### src/rtl/stat_irq_pkg.sv
package stat_irq_pkg;
  localparam logic [7:0] ADDR_STAT = 8'd2;
  localparam logic [7:0] ADDR_LOS  = 8'd3;
  localparam logic [7:0] ADDR_FLT  = 8'd4;
  localparam logic [7:0] ADDR_MON  = 8'd5;
  localparam int BIT_DNR  = 0;
  localparam int BIT_IRQ  = 1;
  localparam int BIT_DONE = 2;
endpackage

### src/rtl/stat_flag_bank.sv
module stat_flag_bank #(
  parameter int W = 4
) (
  input  logic         clk,
  input  logic         rst_n,
  input  logic [W-1:0] cond,
  input  logic         clr,
  output logic [W-1:0] flag
);
  always_ff @(posedge clk or negedge rst_n) begin
    if (!rst_n) flag <= '0;
    else        flag <= cond | (flag & ~{W{clr}});
  end


  flag_latch_chk: assert property (@(posedge clk) disable iff (!rst_n)
    (|cond) |=> ((flag & $past(cond)) == $past(cond)));

  flag_sticky_chk: assert property (@(posedge clk) disable iff (!rst_n)
    !clr |=> ((flag & $past(flag)) == $past(flag)));
endmodule

### src/rtl/stat_init_seq.sv
module stat_init_seq #(
  parameter int INIT_CYCLES = 64
) (
  input  logic clk,
  input  logic rst_n,
  input  logic clr_done,
  output logic dnr,
  output logic done_flag
);
  localparam int CW = $clog2(INIT_CYCLES + 1);
  logic [CW-1:0] cnt;
  logic          hit;

  assign hit = dnr && (cnt == CW'(INIT_CYCLES - 1));

  always_ff @(posedge clk or negedge rst_n) begin
    if (!rst_n) begin
      cnt       <= '0;
      dnr       <= 1'b1;
      done_flag <= 1'b0;
    end else begin
      if (dnr && !hit) cnt <= cnt + 1'b1;
      if (hit) dnr <= 1'b0;
      done_flag <= hit | (done_flag & ~clr_done);
    end
  end


  dnr_stays_low_chk: assert property (@(posedge clk) disable iff (!rst_n)
    !dnr |=> !dnr);

  done_posted_chk: assert property (@(posedge clk) disable iff (!rst_n)
    $fell(dnr) |-> done_flag);
endmodule

### src/rtl/stat_irq_merge.sv
module stat_irq_merge #(
  parameter int W = 20
) (
  input  logic         clk,
  input  logic         rst_n,
  input  logic [W-1:0] flags,
  input  logic [W-1:0] mask,
  input  logic         dnr,
  input  logic         done_flag,
  output logic         irq_n
);
  logic want;
  assign want = !dnr && ((|(flags & ~mask)) || done_flag);

  always_ff @(posedge clk or negedge rst_n) begin
    if (!rst_n) irq_n <= 1'b1;
    else        irq_n <= ~want;
  end


  irq_held_off_chk: assert property (@(posedge clk) disable iff (!rst_n)
    dnr |=> irq_n);

  irq_idle_chk: assert property (@(posedge clk) disable iff (!rst_n)
    (!done_flag && ((flags & ~mask) == '0)) |=> irq_n);
endmodule

### src/rtl/stat_irq_ctrl.sv
module stat_irq_ctrl
  import stat_irq_pkg::*;
#(
  parameter int LANES       = 4,
  parameter int MON_W       = 8,
  parameter int INIT_CYCLES = 64
) (
  input  logic             clk,
  input  logic             rst_n,
  input  logic [LANES-1:0] rx_los_cond,
  input  logic [LANES-1:0] tx_los_cond,
  input  logic [LANES-1:0] tx_flt_cond,
  input  logic [MON_W-1:0] mon_cond,
  input  logic [LANES-1:0] rx_los_mask,
  input  logic [LANES-1:0] tx_los_mask,
  input  logic [LANES-1:0] tx_flt_mask,
  input  logic [MON_W-1:0] mon_mask,
  input  logic             rd_stb,
  input  logic [7:0]       rd_addr,
  output logic [7:0]       rd_data,
  output logic             irq_n
);
  localparam int TOT = 3 * LANES + MON_W;

  logic clr_stat, clr_los, clr_flt, clr_mon;
  logic [LANES-1:0] rx_flag, tx_flag, flt_flag;
  logic [MON_W-1:0] mon_flag;
  logic dnr, done_flag;
  logic [7:0] b_stat, b_los, b_flt, b_mon, rd_next;

  assign clr_stat = rd_stb && (rd_addr == ADDR_STAT);
  assign clr_los  = rd_stb && (rd_addr == ADDR_LOS);
  assign clr_flt  = rd_stb && (rd_addr == ADDR_FLT);
  assign clr_mon  = rd_stb && (rd_addr == ADDR_MON);

  stat_flag_bank #(.W(LANES)) u_rx  (.clk(clk), .rst_n(rst_n), .cond(rx_los_cond),
                                     .clr(clr_los), .flag(rx_flag));
  stat_flag_bank #(.W(LANES)) u_tx  (.clk(clk), .rst_n(rst_n), .cond(tx_los_cond),
                                     .clr(clr_los), .flag(tx_flag));
  stat_flag_bank #(.W(LANES)) u_flt (.clk(clk), .rst_n(rst_n), .cond(tx_flt_cond),
                                     .clr(clr_flt), .flag(flt_flag));
  stat_flag_bank #(.W(MON_W)) u_mon (.clk(clk), .rst_n(rst_n), .cond(mon_cond),
                                     .clr(clr_mon), .flag(mon_flag));

  stat_init_seq #(.INIT_CYCLES(INIT_CYCLES)) u_init (
    .clk(clk), .rst_n(rst_n), .clr_done(clr_stat), .dnr(dnr), .done_flag(done_flag));

  stat_irq_merge #(.W(TOT)) u_irq (
    .clk(clk), .rst_n(rst_n),
    .flags({mon_flag, flt_flag, tx_flag, rx_flag}),
    .mask({mon_mask, tx_flt_mask, tx_los_mask, rx_los_mask}),
    .dnr(dnr), .done_flag(done_flag), .irq_n(irq_n));

  always_comb begin
    b_stat = '0;
    b_stat[BIT_DNR]  = dnr;
    b_stat[BIT_IRQ]  = irq_n;
    b_stat[BIT_DONE] = done_flag;
    b_los = '0;
    b_los[2*LANES-1:0] = {tx_flag, rx_flag};
    b_flt = '0;
    b_flt[LANES-1:0] = flt_flag;
    b_mon = '0;
    b_mon[MON_W-1:0] = mon_flag;
    case (rd_addr)
      ADDR_STAT: rd_next = b_stat;
      ADDR_LOS:  rd_next = b_los;
      ADDR_FLT:  rd_next = b_flt;
      ADDR_MON:  rd_next = b_mon;
      default:   rd_next = '0;
    endcase
  end

  always_ff @(posedge clk or negedge rst_n) begin
    if (!rst_n)      rd_data <= '0;
    else if (rd_stb) rd_data <= rd_next;
  end


  flt_cleared_chk: assert property (@(posedge clk) disable iff (!rst_n)
    (clr_flt && !(|tx_flt_cond)) |=> (flt_flag == '0));

  mon_untouched_chk: assert property (@(posedge clk) disable iff (!rst_n)
    clr_los |=> ((mon_flag & $past(mon_flag)) == $past(mon_flag)));
endmodule

### config.mk
export PLATFORM = sky130hd
export DESIGN_NAME = stat_irq_ctrl
export DESIGN_NICKNAME = d
export VERILOG_FILES = /design/src/rtl/stat_irq_pkg.sv /design/src/rtl/stat_flag_bank.sv /design/src/rtl/stat_init_seq.sv /design/src/rtl/stat_irq_merge.sv /design/src/rtl/stat_irq_ctrl.sv
export SDC_FILE = /design/constraint.sdc
export NUM_CORES = 1
export LEC_CHECK = 0
export BUFFER_PORTS_ARGS = -buffer_cell sky130_fd_sc_hd__buf_2
export CELL_PAD_IN_SITES_DETAIL_PLACEMENT = 1
export CELL_PAD_IN_SITES_GLOBAL_PLACEMENT = 1
export CORE_MARGIN = 1.5
export CORE_UTILIZATION = 40
export CTS_CLUSTER_SIZE = 14
export DETAILED_ROUTE_END_ITERATION = 8
export PLACE_DENSITY_LB_ADDON = 0.08
export SYNTH_ARGS = -nofsm -noshare
export SYNTH_HDL_FRONTEND = slang
export SYNTH_SLANG_ARGS = --single-unit
### constraint.sdc
create_clock -name clk -period 5.2 [get_ports clk]
set_input_delay 0.78 -clock clk [delete_from_list [all_inputs] [get_ports clk]]
set_output_delay 0.78 -clock clk [all_outputs]
set_load 0.05 [all_outputs]
# == Yosys cells after proc, flatten, opt, wreduce, memory -nomap -nowiden ==
# Cells that the tools add are included.
# totals
ff_bits,38
latch_bits,0
ramBits,0
rom_bits,0
input_bits,51
output_inout_bits,9
mem_count,0
# classes
addsub,1
n_mul,0
n_div,0
order_cmp,0
n_eq_ne,5
shift,0
mux,1
bitwise,17
reduce_logical,11
# op_table
op,n
8-bit case mux with 4 select lines,1
20-bit bitwise AND,1
20-bit inverter,1
20-bit OR reduction,1
"8-bit by 2-bit == test with 1-bit output, second input constant",2
"8-bit by 3-bit == test with 1-bit output, second input constant",2
4-bit bitwise AND,3
4-bit bitwise OR,3
8-bit bitwise AND,1
4-bit inverter,2
8-bit inverter,1
8-bit bitwise OR,1
"7-bit by 1-bit adder with 7-bit output, second input constant",1
"7-bit by 6-bit == test with 1-bit output, second input constant",1
1-bit logical AND,7
1-bit zero test,2
1-bit inverter,2
1-bit bitwise AND,1
1-bit logical OR,1
1-bit bitwise OR,1

# == Depth between registers and ports, before layout ==
# Gate-level depths: netlist (run 1).
# logic_depth
depth_word,6
mapped_depth,5
mapped_depth_nobuf,5

# == Modules after synthesis ==
# A second synthesis (run 1) with hierarchy kept.
# hier_totals
cells_unflattened,168
area_unflattened_um2,1844.3
# modules_own_cells
module,instances,cells_each,area_per_inst_um2,seq_area_each_um2
stat_irq_ctrl,1,56,545.5,200.2
stat_init_seq,1,36,435.4,226.5
stat_flag_bank at u_flt ...,3,9,133.9,100.1
stat_flag_bank at u_mon,1,17,264.0,200.2
stat_irq_merge,1,32,197.7,26.3

# == Worst setup path before layout (run 1) ==
# No wires, ideal clock.
# synth_path
kind,input port to flip-flop
from,in rd_addr[3]
to,reg u_mon.flag[0]
arrival_ns,1.794
t_required_ns,5.082
slack_ns,3.288
stages,5
path_buffers,1
cell_sequence,nor4_4 nand4b_2 or2_1 buf_6 a21o_1
# synth_via
elab_chain_cells,5
# synth_rtl
element,line,rtl
from (decl),stat_irq_ctrl.sv:19,"input logic [7:0] rd_addr,"
8-bit by 3-bit == test with 1-bit output,stat_irq_ctrl.sv:34,assign clr_mon = rd_stb && (rd_addr == ADDR_MON);
1-bit logical AND,stat_irq_ctrl.sv:34,
8-bit inverter,stat_flag_bank.sv:12,else flag <= cond | (flag & ~{W{clr}});
8-bit bitwise AND,stat_flag_bank.sv:12,
8-bit bitwise OR,stat_flag_bank.sv:12,
to (signal assigned),stat_flag_bank.sv:12,
to (decl),stat_flag_bank.sv:8,output logic [W-1:0] flag
# No other way between the ends.
# A chain may end at the register's enable or synchronous reset.

# == Worst setup path after layout (run 1) ==
# layout_path
from,in rd_addr[1]
to,reg u_tx.flag[1]
# layout_via
elab_chain_cells,5
# layout_rtl
element,line,rtl
8-bit by 2-bit == test with 1-bit output,stat_irq_ctrl.sv:32,assign clr_los = rd_stb && (rd_addr == ADDR_LOS);
1-bit logical AND,stat_irq_ctrl.sv:32,
4-bit inverter,stat_flag_bank.sv:12,
4-bit bitwise AND,stat_flag_bank.sv:12,
4-bit bitwise OR,stat_flag_bank.sv:12,
to (signal assigned),stat_flag_bank.sv:12,
to (decl),stat_flag_bank.sv:8,
# No other way between the ends.

==> results.json, run 1 <==
{
  "finalWorstPathRequiredPeriod_ns": 1.93,
  "synth_edf_count": 0,
  "postPlaceCellArea_mm2": 0.00208,
  "critical_path_cell_by_cell": "buf_2 > nor2b_1 > nand2b_1 > a21o_1",
  "drive_gt1_frac": 0.339,
  "antennaDiodeCount": 0,
  "synth-async-reset-ratio": 1.00,
  "setup_viol": 0,
  "place.gp.congestion": 0.780,
  "dominantRegCellSynth": "sky130_fd_sc_hd__dfrtp_1",
  "detail_route.first_pass.iterations": 4,
  "numClockSinks": 38,
  "power.ir.vdd_worst_mv": 0.116,
  "dpl.hpwl_mm": 3.53,
  "totalNegativeSetupSlack_ns": 0,
  "report.final.hold_viol_count": 0,
  "dieWidth_um": 69.2,
  "global_route.usage.total": 0.197,
  "global_route_wire_length_before_repair_mm": 7.49,
  "cts.path.max_buffers": 2,
  "cts.repair_timing.setup_buffer_count": 0,
  "route.detailed.vias_per_inst": 5.32,
  "worstSetupEndpointType": "flop",
  "crit_path_start_kind": "primary input",
  "cts_root_buffer": "sky130_fd_sc_hd__clkbuf_8",
  "detail_route.wirelength_mm": 4.49,
  "max_slew.worst_pin.slew_ns": 0.839,
  "io_pins": 60,
  "timing.clock.skew_ns": 0.00672,
  "synth_fp_nets": 211,
  "initial_antenna_violation_count": 0,
  "cts.repair.resized": 0,
  "yosysWarningCount": 0,
  "placed_cells": 263,
  "insertion_delay_ns": 0.29,
  "drc": 0,
  "area.growth.synth_to_final_pct": 25.0,
  "effective_utilization_at_floorplan": 0.426,
  "timing.final.max_slew_violations": 0,
  "overall_die_area_mm2": 0.00479,
  "final_clock_period_utilization_by_the_worst_path": 0.371,
  "floorplan.die.height_um": 69.2,
  "post_synth_inst_count": 159,
  "p_leak_nw": 1.09,
  "clk_transition_reported_paths_ns": 0.07,
  "cp.required_ns": 5.37,
  "grt_pass1_vias": 1569,
  "slowest_stage": "sky130_fd_sc_hd__nor2b_1",
  "layout_common_cells": "59 x sky130_fd_sc_hd__buf_2, 36 x sky130_fd_sc_hd__dfrtp_1, 26 x sky130_fd_sc_hd__inv_1",
  "grt_setup_unrepaired": "no",
  "cp_data_arrival_time_ns": 2.11,
  "sequential_element_share_of_the_synthesized_area": 0.544,
  "numPortBuffers": 59,
  "syn_area_per_cell_um2": 11.0,
  "via_count": 1442,
  "postRouteAntennaNets": 0,
  "power_mw": 0.578,
  "critical_path.max_fanout": 9,
  "overflow": 0,
  "core-area_mm2": 0.00412,
  "number_of_different_library_cells_in_the_post_synthesis_netlist": 40,
  "clock_tree.htree_level_count": 2,
  "hold_crit_class": "reg -> reg",
  "yosys_register_bits": 38,
  "power.density_mw_per_mm2": 264,
  "final_design_area_no_fill_mm2": 0.00219,
  "cts_hold_buf": 0,
  "initialDrtViolationCount": 51,
  "cts-buffers-inserted": 5,
  "synth.cell_area_mm2": 0.00175,
  "max_freq_mhz": 518,
  "final_common_cell": "sky130_fd_sc_hd__buf_2",
  "critPathMaxStageDelay_ns": 0.54,
  "worstSetupPathType": "in -> reg",
  "maxCapViolations": 0,
  "relSlewSlack": 0.441,
  "drt-wirelength-per-cell_um": 16.6,
  "core.rowCount": 23,
  "finalNonFillerCells": 271,
  "fin_nets": 272,
  "clock_tree_from_tritoncts": "yes",
  "run_status": "finished clean",
  "grt_max_degree": 39,
  "nFillCells": 493
}
-- critical path, delay by kind of cell --
family / cells / cell delay [ns]
simple gates: 2 / 0.94
compound gates: 1 / 0.28
buf+inv: 1 / 0.10
-- routing by layer --
metal,track usage,share of wire,wire length [um],vias to the layer above
met4,0.0675,0.016,74,0
met5,0,0,0,-
met3,0.0436,0.049,218,7
met1,0.255,0.46,2060,706
met2,0.327,0.48,2140,47
li1,-,-,-,682
-- final cells by class --
| type | count | area (um2) | share of cell area |
|---|---|---|---|
| sequential | 38 | 953 | 0.435 |
| tap | 50 | 62.6 | 0.0286 |
| multi-input combinational | 89 | 668 | 0.305 |
| clock buffer | 8 | 110 | 0.0503 |
| inverter | 27 | 101 | 0.0463 |
| timing repair buffer | 59 | 295 | 0.135 |
-- cell usage after synthesis (2+ instances only) --
cell	instances	area share
sky130_fd_sc_hd__a21o_1	20	0.086
sky130_fd_sc_hd__a21oi_1	5	0.014
sky130_fd_sc_hd__a22oi_1	4	0.017
sky130_fd_sc_hd__a31oi_1	2	0.0071
sky130_fd_sc_hd__and3_1	2	0.0071
sky130_fd_sc_hd__buf_2	3	0.0086
sky130_fd_sc_hd__dfrtp_1	36	0.51
sky130_fd_sc_hd__dfstp_2	2	0.030
sky130_fd_sc_hd__inv_1	26	0.056
sky130_fd_sc_hd__mux2_1	2	0.013
sky130_fd_sc_hd__mux2i_1	4	0.023
sky130_fd_sc_hd__nand2_1	2	0.0043
sky130_fd_sc_hd__nand2b_1	6	0.021
sky130_fd_sc_hd__nand4_1	2	0.0071
sky130_fd_sc_hd__nor2_1	3	0.0064
sky130_fd_sc_hd__nor2b_1	2	0.0071
sky130_fd_sc_hd__o21ai_1	3	0.0086
sky130_fd_sc_hd__o22ai_1	12	0.043
sky130_fd_sc_hd__xnor2_1	2	0.010
-- report_power, final --
| group | internal [mW] | switching [mW] |
|---|---|---|
| logic | 0.0220 | 0.0255 |
| registers | 0.297 | 0.00117 |
| clock network | 0.134 | 0.0984 |
| total | 0.453 | 0.125 |
-- final timing paths --
kind | start | end | slack, ns | depth (start not counted)
worst max-delay path | rd_addr[1] | u_tx.flag[1] | 3.27 | 4
worst min-delay path | u_init.cnt[6] | u_init.done_flag | 0.48 | 1
worst max register to register | u_init.cnt[0] | u_init.cnt[1] | 3.42 | 4
worst min register to register | u_init.cnt[6] | u_init.done_flag | 0.48 | 1
max in group asynchronous | rst_n | u_mon.flag[2] | 4.08 | 1
min in group asynchronous | rst_n | rd_data[3] | 0.59 | 1
-- logic make-up (layout without fill, tap and decap cells) --
group / Yosys count / after routing / share of synthesized area
buffers and inverters: 32 / 94 / 0.0749
xor gates and xnor gates: 3 / 3 / 0.0150
adders and majority gates: 1 / 1 / 0.00714
muxes: 7 / 7 / 0.0421
AOI/OAI and AO/OA: 54 / 54 / 0.220
and+or+nand+nor: 24 / 24 / 0.0971
DFF: 38 / 38 / 0.544
-- registers in the layout, indices dropped and copies added, names as in the netlist --
signal and cells:
u_irq.irq_n 1, u_flt.flag 4, u_tx.flag 4, u_init.cnt 7, u_init.dnr 1, u_mon.flag 8, rd_data 8, u_rx.flag 4
u_init.done_flag 1
-- metrics by stage --
stage | util | hold slack (ns) | setup WS, ns
after floorplan | - | 0.437 | 3.29
after global placement | 0.506 | 0.453 | 3.03
after detailed placement | 0.506 | 0.479 | 2.95
after CTS | 0.532 | 0.494 | 3.25
after global routing | 0.532 | 0.511 | 3.18
final | 0.532 | 0.484 | 3.27
Power figures use the tool's default switching activity.
==> run 2: changes to the inputs <==
- ABC_AREA: unset -> 1
- CORE_UTILIZATION: 40 -> 33
- clock period: 5.2 -> 1.6 ns (I/O delays scaled with it)
==> run 2 against run 1 <==
Compared with the run above: count of clock-buffer cells in the layout decreased by 1; via count increased by 16%; global-route usage decreased by 2.1 points; area after synthesis grew 11%; die area rose by 33%; cell area increased by 12%; non-clock buffer count up 3; sequential power rose to 3.3 times the previous value; total power grew to 3.2 times the previous value; clock power rose to 2.9 times the previous value; critical endpoint is now u_init.cnt[5]; largest cell class unchanged; highest routed layer unchanged.
==> results.json, run 2 <==
{
  "run_status": "finished clean",
  "global_route_wire_length_before_repair_mm": 8.36,
  "hold_crit_class": "in -> reg",
  "ys_top_cells_by_count": "50 x sky130_fd_sc_hd__nand2_1, 37 x sky130_fd_sc_hd__inv_1, 36 x sky130_fd_sc_hd__dfrtp_1",
  "drt-wirelength-per-cell_um": 13.4,
  "yosys.area_share.simple": 0.261,
  "detail_route.wirelength_mm": 4.97,
  "synth_xor_xnor_area_share": 0.0179,
  "cts-buffers-inserted": 5,
  "synth.mux.area_fraction": 0,
  "drive_gt1_frac": 0.290,
  "dieWidth_um": 79.9,
  "synth-compound-area-share": 0.136,
  "synth.largest_area_cell": "sky130_fd_sc_hd__dfrtp_1",
  "max_slew.worst_pin.slew_ns": 0.614,
  "global_route.usage.total": 0.176,
  "clock_tree_from_tritoncts": "yes",
  "floorplan.die.height_um": 79.9,
  "layout_top_registers": "rd_data (8), u_mon.flag (8), u_init.cnt (7)",
  "yosysWarningCount": 0,
  "numClockSinks": 38,
  "crit_path_start_kind": "flop",
  "synth.cell_area_mm2": 0.00195,
  "slowest_stage": "sky130_fd_sc_hd__dfrtp_1",
  "p_leak_nw": 1.52,
  "seq_power_share": 0.531,
  "setup_viol": 0,
  "synth-async-reset-ratio": 1.00,
  "clock_tree.htree_level_count": 2,
  "insertion_delay_ns": 0.29,
  "cpMostUsedCell": "sky130_fd_sc_hd__nand2_1",
  "share_of_total_power_in_combinational_logic": 0.097,
  "fin_nets": 351,
  "route.detailed.vias_per_inst": 4.50,
  "area.growth.synth_to_final_pct": 25.1,
  "placed_cells": 363,
  "relSlewSlack": 0.590,
  "finalWorstPathRequiredPeriod_ns": 1.33,
  "final_clock_period_utilization_by_the_worst_path": 0.830,
  "worstSetupEndpointType": "flop",
  "io_pins": 60,
  "clk_transition_reported_paths_ns": 0.07,
  "place.gp.congestion": 0.788,
  "synth_edf_count": 0,
  "critical_path_cell_by_cell": "ha_1 > nand4_1 > nand2_2 > inv_2 > nand2_1 > nand2_1 > nand2_1",
  "totalNegativeSetupSlack_ns": 0,
  "initial_antenna_violation_count": 0,
  "yosys_register_bits": 38,
  "timing.final.max_slew_violations": 0,
  "post_synth_inst_count": 233,
  "synth_fp_nets": 285,
  "overall_die_area_mm2": 0.00639,
  "cts.repair_timing.setup_buffer_count": 0,
  "antennaDiodeCount": 0,
  "cts.path.max_buffers": 2,
  "power_switching_mw": 0.432,
  "post_synthesis_adder_cell_area_fraction": 0.00641,
  "layout_common_cells": "59 x sky130_fd_sc_hd__buf_2, 50 x sky130_fd_sc_hd__nand2_1, 37 x sky130_fd_sc_hd__inv_1",
  "power.density_mw_per_mm2": 747,
  "main_combinational_cell_family_by_area_after_synthesis": "simple AND/OR/NAND/NOR gates",
  "dpl.hpwl_mm": 4.03,
  "utilization": 0.436,
  "max_freq_mhz": 753,
  "finalNonFillerCells": 372,
  "report.final.hold_viol_count": 0,
  "via_count": 1675,
  "critical_path.max_fanout": 8,
  "core.rowCount": 27,
  "grt_max_degree": 21,
  "maxCapViolations": 0,
  "clkPwrFrac": 0.372,
  "power_switching_share": 0.237,
  "timing.clock.skew_ns": 0.00653,
  "detail_route.first_pass.iterations": 4,
  "power.internal_mw": 1.39,
  "critPathMaxStageDelay_ns": 0.42,
  "dominant_cell_by_count_in_the_synthesized_netlist": "sky130_fd_sc_hd__nand2_1",
  "effective_utilization_at_floorplan": 0.348,
  "numPortBuffers": 59,
  "drc": 0,
  "sequential_element_share_of_the_synthesized_area": 0.488,
  "number_of_different_library_cells_in_the_post_synthesis_netlist": 25,
  "core-area_mm2": 0.00561,
  "dominantRegCellSynth": "sky130_fd_sc_hd__dfrtp_1",
  "postRouteAntennaNets": 0,
  "r2r_slack_ns": 0.27,
  "cp.required_ns": 1.78,
  "final_common_cell": "sky130_fd_sc_hd__buf_2",
  "grt_pass1_vias": 1729,
  "overflow": 0,
  "power.ir.vdd_worst_mv": 0.266,
  "yosysTopAreaCellShare": 0.461,
  "ys_top_cells_by_area": "sky130_fd_sc_hd__dfrtp_1 46%, sky130_fd_sc_hd__nand2_1 9.6%, sky130_fd_sc_hd__o21bai_1 8.1%, sky130_fd_sc_hd__inv_1 7.1%, sky130_fd_sc_hd__nand3_1 4.4%",
  "worstSetupPathType": "reg -> reg",
  "grt_setup_unrepaired": "no",
  "cp_data_arrival_time_ns": 1.51,
  "syn_area_per_cell_um2": 8.38,
  "initialDrtViolationCount": 36,
  "cts_root_buffer": "sky130_fd_sc_hd__clkbuf_8"
}
[run 2: metal layers]
| metal | GRT usage | wire (um) | vias up |
|---|---|---|---|
| li1 | - | - | 866 |
| met5 | 0 | 0 | - |
| met4 | 0.0466 | 40 | 0 |
| met1 | 0.235 | 2350 | 774 |
| met2 | 0.287 | 2400 | 31 |
| met3 | 0.0400 | 182 | 4 |
[run 2: metrics by stage]
step / setup WS, ns / hold WS (ns) / total power, mW / instance area (um2)
global route: 0.135 / 0.134 / 1.92 / 2440
detailed placement: 0.246 / 0.227 / 1.17 / 2340
CTS: 0.254 / 0.138 / 1.86 / 2440
finish: 0.272 / 0.146 / 1.82 / 2440
global placement: 0.288 / 0.224 / 1.17 / 2340
floorplan: 0.401 / -0.0556 / 1.06 / 1950
[run 2: final cells by class]
type	instances	area, um2
fillers	732	3160
flip-flops and latches	38	953
multi-input cells	151	822
repair buffers	62	333
inverters	41	154
well taps	72	90.1
clock buffers	7	86.3
clock inverters	1	5.00
[run 2: final timing paths]
| kind | startpoint | end | cells past startpoint |
|---|---|---|---|
| worst min register to register | rd_data[2] | rd_data[2] | 2 |
| worst max register to register | u_init.cnt[0] | u_init.cnt[5] | 7 |
| max in group asynchronous | rst_n | u_init.dnr | 3 |
| worst max-delay path | u_init.cnt[0] | u_init.cnt[5] | 7 |
| worst min-delay path | mon_cond[6] | u_mon.flag[6] | 2 |
| min in group asynchronous | rst_n | u_flt.flag[1] | 2 |
[run 2: timing repair]
action,in CTS,in global routing
setup endpoints to repair,0,0
hold endpoints to repair,18,0
hold buffers,1,0
resized for setup,0,0
[run 2: kinds of logic after synthesis]
logic type	after synthesis
AND/OR/NAND/NOR	104
buffers and inverters	44
AO/OA/AOI/OAI	42
flip-flops	38
XOR/XNOR	4
adder cells (fa/ha/maj)	1
[run 2: power groups by stage]
| stage | Sequential (mW) | Combinational (mW) | Clock [mW] |
|---|---|---|---|
| finish | 0.969 | 0.177 | 0.679 |
| global route | 0.969 | 0.199 | 0.753 |
| CTS | 0.969 | 0.182 | 0.710 |
| detailed placement | 0.988 | 0.180 | 0 |
| global placement | 0.987 | 0.179 | 0 |
| floorplan | 0.994 | 0.0678 | 0 |
[run 2: critical path, delay by kind of cell (launching register included)]
family	cells	cell delay, ns
fa+ha+maj	1	0.26
buf+inv	1	0.13
flops	1	0.42
simple gates	5	0.41
